[config.mk]
export PLATFORM = sky130hd
export DESIGN_NAME = ptmr_timer
export DESIGN_NICKNAME = d
export VERILOG_FILES = /design/src/rtl/ptmr_pkg.sv /design/src/rtl/ptmr_prescaler.sv /design/src/rtl/ptmr_count.sv /design/src/rtl/ptmr_regs.sv /design/src/rtl/ptmr_timer.sv
export SDC_FILE = /design/constraint.sdc
export NUM_CORES = 1
export LEC_CHECK = 0
export BUFFER_PORTS_ARGS = -buffer_cell sky130_fd_sc_hd__buf_4
export CAP_MARGIN = 40
export CORE_MARGIN = 2
export CORE_UTILIZATION = 50
export DETAILED_ROUTE_END_ITERATION = 12
export PLACE_DENSITY = 0.71
export SLEW_MARGIN = 20
export SYNTH_ARGS = -nofsm -noshare
export SYNTH_HDL_FRONTEND = slang
export SYNTH_SLANG_ARGS = --single-unit
[constraint.sdc]
create_clock -name clk -period 5.55 [get_ports clk]
set_input_delay 1.11 -clock clk [delete_from_list [all_inputs] [get_ports clk]]
set_output_delay 1.11 -clock clk [all_outputs]
set_load 0.01 [all_outputs]
[src/rtl/ptmr_pkg.sv]
// Package: shared constants for the countdown timer.
// Assumes a 32-byte register window addressed in whole 32-bit words.
package ptmr_pkg;
    localparam int DATA_W  = 32;
    localparam int WIN_AW  = 5;
    localparam int WORD_AW = WIN_AW - 2;

    // Word index inside the window; the order sets the offsets.
    typedef enum logic [WORD_AW-1:0] {
        WORD_LOAD  = 3'd0,
        WORD_COUNT = 3'd1,
        WORD_CTRL  = 3'd2,
        WORD_STAT  = 3'd3
    } word_e;

    localparam int CTL_EN_BIT  = 0;
    localparam int CTL_PER_BIT = 1;
    localparam int CTL_PRE_LSB = 8;
endpackage

[src/rtl/ptmr_prescaler.sv]
// Module: divides the base clock by (div_val+1) into single-cycle ticks.
// Assumes restart is pulsed whenever the count is rewritten or enabled.
module ptmr_prescaler #(
    parameter int PRE_W = 8
) (
    input  logic             clk,
    input  logic             rst_n,
    input  logic             run,
    input  logic             restart,
    input  logic [PRE_W-1:0] div_val,
    output logic             tick
);
    logic [PRE_W-1:0] div_q;

    assign tick = run && !restart && (div_q == div_val);

    // Purpose: step the divider phase, clearing it on restart or idle.
    always_ff @(posedge clk) begin
        if (!rst_n)                  div_q <= '0;
        else if (restart || !run)    div_q <= '0;
        else if (div_q == div_val)   div_q <= '0;
        else                         div_q <= div_q + 1'b1;
    end
endmodule

[src/rtl/ptmr_count.sv]
// Module: live down-counter with expiry detection and reload.
// Assumes tick only arrives while the count is non-zero.
module ptmr_count #(
    parameter int CNT_W = 32
) (
    input  logic             clk,
    input  logic             rst_n,
    input  logic             tick,
    input  logic             periodic,
    input  logic [CNT_W-1:0] load_val,
    input  logic             wr_cnt,
    input  logic [CNT_W-1:0] wr_val,
    input  logic             fetch,
    output logic [CNT_W-1:0] cnt,
    output logic             expire
);
    localparam logic [CNT_W-1:0] ONE = CNT_W'(1);

    logic [CNT_W-1:0] cnt_q;

    assign cnt    = cnt_q;
    assign expire = tick && (cnt_q == ONE);

    // Purpose: apply software writes first, then fetch, reload or decrement.
    always_ff @(posedge clk) begin
        if (!rst_n)        cnt_q <= '0;
        else if (wr_cnt)   cnt_q <= wr_val;
        else if (fetch)    cnt_q <= load_val;
        else if (expire)   cnt_q <= periodic ? load_val : '0;
        else if (tick)     cnt_q <= cnt_q - ONE;
    end
endmodule

[src/rtl/ptmr_regs.sv]
// Module: load, control and status registers plus write decode.
// Assumes word_idx is already masked to mapped offsets by the caller.
module ptmr_regs
    import ptmr_pkg::*;
#(
    parameter int CNT_W = 32,
    parameter int PRE_W = 8
) (
    input  logic               clk,
    input  logic               rst_n,
    input  logic               reg_wr,
    input  logic               hit,
    input  word_e              word_idx,
    input  logic [CNT_W-1:0]   w_cnt,
    input  logic               w_bit0,
    input  logic               w_bit1,
    input  logic [PRE_W-1:0]   w_pre,
    input  logic               expire,
    input  logic               cnt_zero,
    output logic [CNT_W-1:0]   load_q,
    output logic               en_q,
    output logic               per_q,
    output logic [PRE_W-1:0]   pre_q,
    output logic               stat_q,
    output logic               wr_cnt,
    output logic               fetch,
    output logic               restart
);
    logic wr_load, wr_ctrl, wr_stat, en_rise;

    assign wr_load = reg_wr && hit && (word_idx == WORD_LOAD);
    assign wr_ctrl = reg_wr && hit && (word_idx == WORD_CTRL);
    assign wr_stat = reg_wr && hit && (word_idx == WORD_STAT);
    assign wr_cnt  = wr_load || (reg_wr && hit && (word_idx == WORD_COUNT));
    assign en_rise = wr_ctrl && w_bit0 && !en_q;
    assign fetch   = en_rise && cnt_zero && w_bit1;
    assign restart = wr_cnt || en_rise;

    // Purpose: hold the reload value.
    always_ff @(posedge clk) begin
        if (!rst_n)       load_q <= '0;
        else if (wr_load) load_q <= w_cnt;
    end

    // Purpose: hold the control fields.
    always_ff @(posedge clk) begin
        if (!rst_n) begin
            en_q  <= 1'b0;
            per_q <= 1'b0;
            pre_q <= '0;
        end else if (wr_ctrl) begin
            en_q  <= w_bit0;
            per_q <= w_bit1;
            pre_q <= w_pre;
        end
    end

    // Purpose: sticky flag; expiry has priority over a clear.
    always_ff @(posedge clk) begin
        if (!rst_n)                 stat_q <= 1'b0;
        else if (expire)            stat_q <= 1'b1;
        else if (wr_stat && w_bit0) stat_q <= 1'b0;
    end
endmodule

[src/rtl/ptmr_timer.sv]
// Module: top of the prescaled countdown timer with register window.
// Assumes full-word accesses; reads are combinational from reg_addr.
module ptmr_timer
    import ptmr_pkg::*;
#(
    parameter int CNT_W = 32,
    parameter int PRE_W = 8
) (
    input  logic              clk,
    input  logic              rst_n,
    input  logic              reg_wr,
    input  logic [WIN_AW-1:0] reg_addr,
    input  logic [DATA_W-1:0] reg_wdata,
    output logic [DATA_W-1:0] reg_rdata,
    output logic              irq
);
    logic             hit;
    word_e            word_idx;
    logic [CNT_W-1:0] load_q, cnt_q;
    logic             en_q, per_q, stat_q;
    logic [PRE_W-1:0] pre_q;
    logic             wr_cnt, fetch, restart, tick, expire, run, cnt_zero;

    assign word_idx = word_e'(reg_addr[WIN_AW-1:2]);
    assign hit      = (reg_addr[1:0] == 2'b00) && (reg_addr[WIN_AW-1:2] < 3'd4);
    assign cnt_zero = (cnt_q == '0);
    assign run      = en_q && !cnt_zero;
    assign irq      = stat_q;

    ptmr_regs #(.CNT_W(CNT_W), .PRE_W(PRE_W)) regs_i (
        .clk(clk), .rst_n(rst_n), .reg_wr(reg_wr), .hit(hit),
        .word_idx(word_idx), .w_cnt(reg_wdata[CNT_W-1:0]),
        .w_bit0(reg_wdata[CTL_EN_BIT]), .w_bit1(reg_wdata[CTL_PER_BIT]),
        .w_pre(reg_wdata[CTL_PRE_LSB +: PRE_W]),
        .expire(expire), .cnt_zero(cnt_zero),
        .load_q(load_q), .en_q(en_q), .per_q(per_q), .pre_q(pre_q),
        .stat_q(stat_q), .wr_cnt(wr_cnt), .fetch(fetch), .restart(restart)
    );

    ptmr_prescaler #(.PRE_W(PRE_W)) pre_i (
        .clk(clk), .rst_n(rst_n), .run(run), .restart(restart),
        .div_val(pre_q), .tick(tick)
    );

    ptmr_count #(.CNT_W(CNT_W)) cnt_i (
        .clk(clk), .rst_n(rst_n), .tick(tick), .periodic(per_q),
        .load_val(load_q), .wr_cnt(wr_cnt), .wr_val(reg_wdata[CNT_W-1:0]),
        .fetch(fetch), .cnt(cnt_q), .expire(expire)
    );

    // Purpose: select read data for the addressed word.
    always_comb begin
        reg_rdata = '0;
        if (hit) begin
            unique case (word_idx)
                WORD_LOAD:  reg_rdata = DATA_W'(load_q);
                WORD_COUNT: reg_rdata = run ? DATA_W'(cnt_q) : '0;
                WORD_CTRL: begin
                    reg_rdata[CTL_EN_BIT]                = en_q;
                    reg_rdata[CTL_PER_BIT]               = per_q;
                    reg_rdata[CTL_PRE_LSB +: PRE_W]      = pre_q;
                end
                WORD_STAT:  reg_rdata[0] = stat_q;
                default:    reg_rdata = '0;
            endcase
        end
    end
endmodule

After elaboration in Yosys (flattened, before gate mapping)
Cells that the tools add are included.

word-level totals
  flip-flop bits (word level) = 83
  input port bits = 40

cells by class
  add/subtract/negate cells = 2
  order comparisons = 1
  equality and inequality tests = 5
  multiplexer cells = 14
  bitwise gates (word level) = 1
  reductions and logical operators = 28

operator list
  operator               number
  $mux 32                7
  $eq 32x1->1 const B    1
  $logic_not 32->1       1
  $pmux 16 s2            1
  $sub 32x1->32 const B  1
  $pmux 8 s3             1
  $logic_and 1x1->1      15
  $pmux 6 s2             1
  $add 8x1->8 const B    1
  $eq 8x8->1             1
  $eq 3x2->1 const B     2
  $logic_not 1->1        4
  $pmux 1 s4             1
  $reduce_bool 4->1      1
  $eq 3x1->1 const B     1
  $logic_not 3->1        1
  $logic_or 1x1->1       3
  $lt 3x3->1 const B     1
  $pmux 1 s3             1
  $reduce_or 3->1        1
  $logic_not 2->1        1
  $mux 1                 2
  $reduce_bool 2->1      1
  $not 1->1              1

Depth between registers and ports, before layout
  word-level depth = 14
  depth in mapped cells = 9
  gate-level depth less buffers = 8

Modules after synthesis
A second synthesis with hierarchy kept.

unflattened totals
  cells, all modules = 657
  area total of the unflattened synthesis = 5440.2 um2

modules (own cells, without submodules)
  module          instances  cells each  area an instance (um2)
  ptmr_count      1          350         2608.8
  ptmr_regs       1          192         1762.9
  ptmr_timer      1          69          590.6
  ptmr_prescaler  1          46          478.0

Least setup slack after synthesis
Ideal clock, no wire load.

  path type = reg2out
  start point = reg cnt_i.cnt_q[20] (netlist: cnt_i.cnt[20])
  end point = out reg_rdata[21]
  arrival time = 2.506 ns
  data required time = 4.440 ns
  path slack = 1.934 ns
  stages on the path, launching flop included = 9
  cell sequence = dfxtp_1 > or4_4 > or4_4 > buf_6 > o41ai_4 > nor4b_1 > buf_2 > a22oi_1 > nor2_1

between the ends
  cells in the longest elaborated chain, start to end = 6

RTL lines
  item                    RTL line          source
  from (decl)             ptmr_count.sv:19  logic [CNT_W-1:0] cnt_q;
  from (signal assigned)  ptmr_count.sv:27  else if (wr_cnt) cnt_q <= wr_val;
  from (signal assigned)  ptmr_count.sv:28  else if (fetch) cnt_q <= load_val;
  from (signal assigned)  ptmr_count.sv:29  else if (expire) cnt_q <= periodic ? load_val : '0;
  $logic_not 32->1        ptmr_timer.sv:26  assign cnt_zero = (cnt_q == '0);
  $logic_not 1->1         ptmr_timer.sv:27  assign run = en_q && !cnt_zero;
  $logic_and 1x1->1       ptmr_timer.sv:27
  $mux 32                 ptmr_timer.sv:57  WORD_COUNT: reg_rdata = run ? DATA_W'(cnt_q) : '0;
  $pmux 16 s2             ptmr_timer.sv:55  unique case (word_idx)
  $mux 32                 ptmr_timer.sv:54  if (hit) begin
  to (decl)               ptmr_timer.sv:14  output logic [DATA_W-1:0] reg_rdata,

Every way passes these cells.

Final worst setup path
  start point = reg cnt_i.cnt_q[20] (netlist: cnt_i.cnt[20])
  end point = out reg_rdata[2]

between the ends
  cells in the longest elaborated chain, start to end = 6

RTL lines
  item               RTL line
  $logic_not 32->1   ptmr_timer.sv:26
  $logic_not 1->1    ptmr_timer.sv:27
  $logic_and 1x1->1  ptmr_timer.sv:27
  $mux 32            ptmr_timer.sv:57
  $pmux 6 s2         ptmr_timer.sv:55
  $mux 32            ptmr_timer.sv:54

Every way passes these cells.

==> impl_summary.log <==
INFO  metric run_status = completed
INFO  metric synth_flop_type = dfxtp_1
INFO  metric cell_area_power_density = 236.9 nW/µm²
INFO  metric cts_hold_buffers = 0
INFO  metric critical_path.max_fanout = 32
INFO  metric hold_path.class = reg2reg
INFO  metric use_met1 = 0.3686
INFO  metric final_util = 0.5980
INFO  metric layoutNonFillerInstCount = 807
INFO  metric grt.total_usage = 0.2766
INFO  metric grt.met3_usage = 0.04803
INFO  metric cpPeakStageDelay = a little over 0.6 ns
INFO  metric wire_length_of_the_first_global_routing_pass = 24830 µm
INFO  metric pin_count_of_the_biggest_net_entering_global_routing = 47
INFO  metric cp.required = 4.44 ns
INFO  metric busiest_layer = met2
INFO  metric root_buffer_cell = clkbuf_8
INFO  metric setup_repair_after_global_routing_missed_its_margin = false
INFO  metric first_global_vias = between 4000 and 5000
INFO  metric finalWeightedCongestion = between 0.8 and 0.9
INFO  metric crit_path_time_final = between 4 and 5 ns
INFO  metric tightestPinTransition = around 0.83 ns
INFO  metric clk-insertion-delay-late = 0.36 ns
INFO  metric critical_path_cell_by_cell = or4_4, or4_4, o41ai_4, nor4b_2, buf_4, a22oi_1, nor2_1, buf_4
INFO  metric wl_per_cell = 18.85 µm
INFO  metric netlist-cell-type-count = 59
INFO  metric number_of_routed_nets_with_antenna_violations = 0
INFO  metric fin_setup_tns = 0 ns
INFO  metric die_h = 104.9 µm
INFO  metric synth_seq_area_share = 0.3263
INFO  metric mappedNetlistArea = 5092 µm²
INFO  metric clock_tree.buffer_depth = 2
INFO  metric start_kind = register
INFO  metric leakagePower = 2.348 nW
INFO  metric cts_post_setup_buffers_inserted = 0
INFO  metric place.detailed.hpwl = 9934 µm
INFO  metric sink_count = 83
INFO  metric fp.dieW = 104.9 µm
INFO  metric numCtsBuffers = 9
INFO  metric total_iterations_of_the_first_detailed_routing_run = 5
INFO  metric htreeDepth = 3
INFO  metric ys_async_sr_fraction = 0
INFO  metric setup_viol = 0
INFO  metric synth_enable_flop_cells = 0
INFO  metric critPathArrivalTime = 3.32 ns
INFO  metric detailroute.via_count = just over 5000
INFO  metric syn-instance-count = 627
INFO  metric numPortBuffers = 72
INFO  metric slew_headroom = 0.4411
INFO  metric drt_first_iter_violations = 486
INFO  metric grt_antenna_before_repair = 0
INFO  metric syn_to_final_growth = 15.31%
INFO  metric postSynthAreaPerCell = 8.122 µm²
INFO  metric total_wirelength = around 15000 µm
INFO  metric synth.net_count = 671
INFO  metric grt_total_ovfl = 0
INFO  metric timing_max_transition_violations_final = 0
INFO  metric ys.warnings.count = 0
INFO  metric postSynthRegisterBits = 83
INFO  metric final_layout_size_suffix_gt1_frac = 0.2166
INFO  metric period_share = 0.7981
INFO  metric power.ir.vdd_worst = 0.1264 mV
INFO  metric global_route.usage.met2 = 0.4513
INFO  metric row_count = 36
INFO  metric maximum_clock_frequency = 0.2258 GHz
INFO  metric cts_repair_resize_count = 0
INFO  metric timing_hold_violations_final = 0
INFO  metric die_area = 11010 µm²
INFO  metric cp_slowest_cell = or4_4
INFO  metric crit_path_end_kind = output pin
INFO  metric drc_errors = 0
INFO  metric final.setup_skew = between 0.01 and 0.015 ns
INFO  metric floorplan.io_pins = 73
INFO  metric dp_cells = around 790
INFO  metric initial_utilization = 0.5186
INFO  metric coreArea = 9819 µm²
INFO  metric clk_pin_slew = roughly 0.090 ns
INFO  metric detail_route.vias_per_cell = ~6.3
INFO  metric cap_viol_max_count = 0
INFO  metric insertedDiodeCount = 0
INFO  metric tritoncts_clock_tree = yes
INFO  metric fin_nets = roughly 710
INFO  metric worstSetupPathType = reg2out
[placed cells by master, fill, tap and decap left out, types with 3 or more instances in the layout]
cell	n
o31ai_1	3
and2_1	5
nand2_1	76
mux2i_1	10
a211oi_1	3
o21ai_1	12
ha_1	4
a21oi_1	35
buf_4	81
nor4_1	11
or2_2	3
or4_4	5
nand3_1	27
nor2_1	69
o211ai_2	15
xnor2_1	16
o41ai_1	3
or3_1	5
dfxtp_1	83
a22oi_1	53
mux2_2	9
inv_1	10
nand4_1	20
nor3_1	12
xor2_1	25
clkbuf_8	11
nand2b_1	3
and3_1	3
o21ai_0	10
a221oi_1	7
a32oi_1	7
[per-stage QoR]
stage | hold WS [ns] | power (mW) | cell area (µm²) | worst slack [ns]
floorplan | 0.4373 | 0.8272 | 5092 | 1.934
global placement | 0.4577 | 0.8876 | 5619 | 1.594
detailed placement | 0.4654 | 0.8935 | 5622 | 1.519
CTS | 0.4775 | 1.392 | 5849 | 1.105
global route | 0.5071 | 1.440 | 5872 | 0.9871
finish | 0.4803 | 1.391 | 5872 | 1.120
[power breakdown]
part	internal, mW	switching [mW]	leakage (nW)
clock network	0.278	0.226	0.113
registers	0.603	0.0108	0.670
logic	0.115	0.160	1.57
[layout make-up]
class | count | area (µm²)
Inverter | 10 | 37.54
Timing Repair Buffer | 82 | 623.1
Sequential cell | 83 | 1662
Clock buffer | 12 | 155.1
Fill cell | 923 | 3948
Tap cell | 133 | 166.4
Clock inverter | 4 | 72.57
Multi-Input combinational cell | 483 | 3156
[worst max-delay path, delay by kind of cell, from the launching register on]
family                 cells  cell delay, ns
flip-flops                 1            0.37
AO/OA/AOI/OAI              2            0.79
AND/OR/NAND/NOR            4            1.36
buffers and inverters      2            0.43
[logic make-up (layout without fill, tap and decap cells)]
logic type | after synthesis | in the layout | synth area share
buffers and inverters | 61 | 108 | 0.05848
flip-flops | 83 | 83 | 0.3263
AO/OA/AOI/OAI | 160 | 160 | 0.2398
XOR/XNOR | 41 | 41 | 0.07052
AND/OR/NAND/NOR | 259 | 259 | 0.2555
adder cells (fa/ha/maj) | 4 | 4 | 0.009828
multiplexers | 19 | 19 | 0.03956
[final timing paths]
| kind | startpoint | end | slack (ns) | cells past startpoint |
|---|---|---|---|---|
| setup / recovery | cnt_i.cnt[20] | reg_rdata[2] | 1.12 | 8 |
| setup reg to reg | cnt_i.cnt[2] | cnt_i.cnt[28] | 2.32 | 6 |
| hold reg to reg | regs_i.load_q[31] | regs_i.load_q[31] | 0.48 | 2 |
| hold / removal | regs_i.load_q[31] | regs_i.load_q[31] | 0.48 | 2 |
[per-layer routing]
metal	vias to the layer above	wire, µm
met5	-	0
met4	0	280
met3	31	1147
met2	241	7231
met1	2411	6553
li1	2374	-
[cell usage after synthesis (2+ instances only)]
| master | number | area (µm²) |
|---|---|---|
| nor4_1 | 11 | 68.82 |
| o31ai_1 | 3 | 22.52 |
| o21ai_1 | 13 | 65.06 |
| nor3_1 | 13 | 65.06 |
| inv_1 | 10 | 37.54 |
| and3b_1 | 2 | 17.52 |
| o41ai_1 | 3 | 26.28 |
| buf_1 | 3 | 11.26 |
| or4_1 | 2 | 15.01 |
| a21oi_1 | 35 | 175.2 |
| and3_1 | 3 | 18.77 |
| xnor2_1 | 16 | 140.1 |
| xor2_1 | 25 | 219.0 |
| and2_1 | 5 | 31.28 |
| or2_2 | 3 | 18.77 |
| a211oi_1 | 3 | 22.52 |
| dfxtp_1 | 83 | 1662 |
| nor4b_1 | 2 | 17.52 |
| nor2_1 | 70 | 262.8 |
| or4_4 | 5 | 56.30 |
| buf_2 | 11 | 55.05 |
| mux2_2 | 9 | 101.4 |
| nand4_1 | 20 | 125.1 |
| nand3b_1 | 2 | 15.01 |
| nand2b_1 | 4 | 25.02 |
| ha_1 | 4 | 50.05 |
| mux2i_1 | 10 | 100.1 |
| a221oi_1 | 7 | 61.31 |
| a22oi_1 | 53 | 397.9 |
| clkbuf_1 | 29 | 108.9 |
| nand3_1 | 27 | 135.1 |
| or3_1 | 5 | 31.28 |
| a32oi_1 | 7 | 61.31 |
| o211ai_2 | 15 | 187.7 |
| nand2_1 | 76 | 285.3 |
| buf_6 | 6 | 67.56 |
| o21ai_0 | 10 | 50.05 |
[registers in the layout, summed over array words and instances (netlist names)]
register       cells
regs_i.pre_q       8
regs_i.stat_q      1
cnt_i.cnt         32
pre_i.div_q        8
regs_i.per_q       1
regs_i.load_q     32
regs_i.en_q        1
No activity file was read; power rests on OpenSTA's default activity.
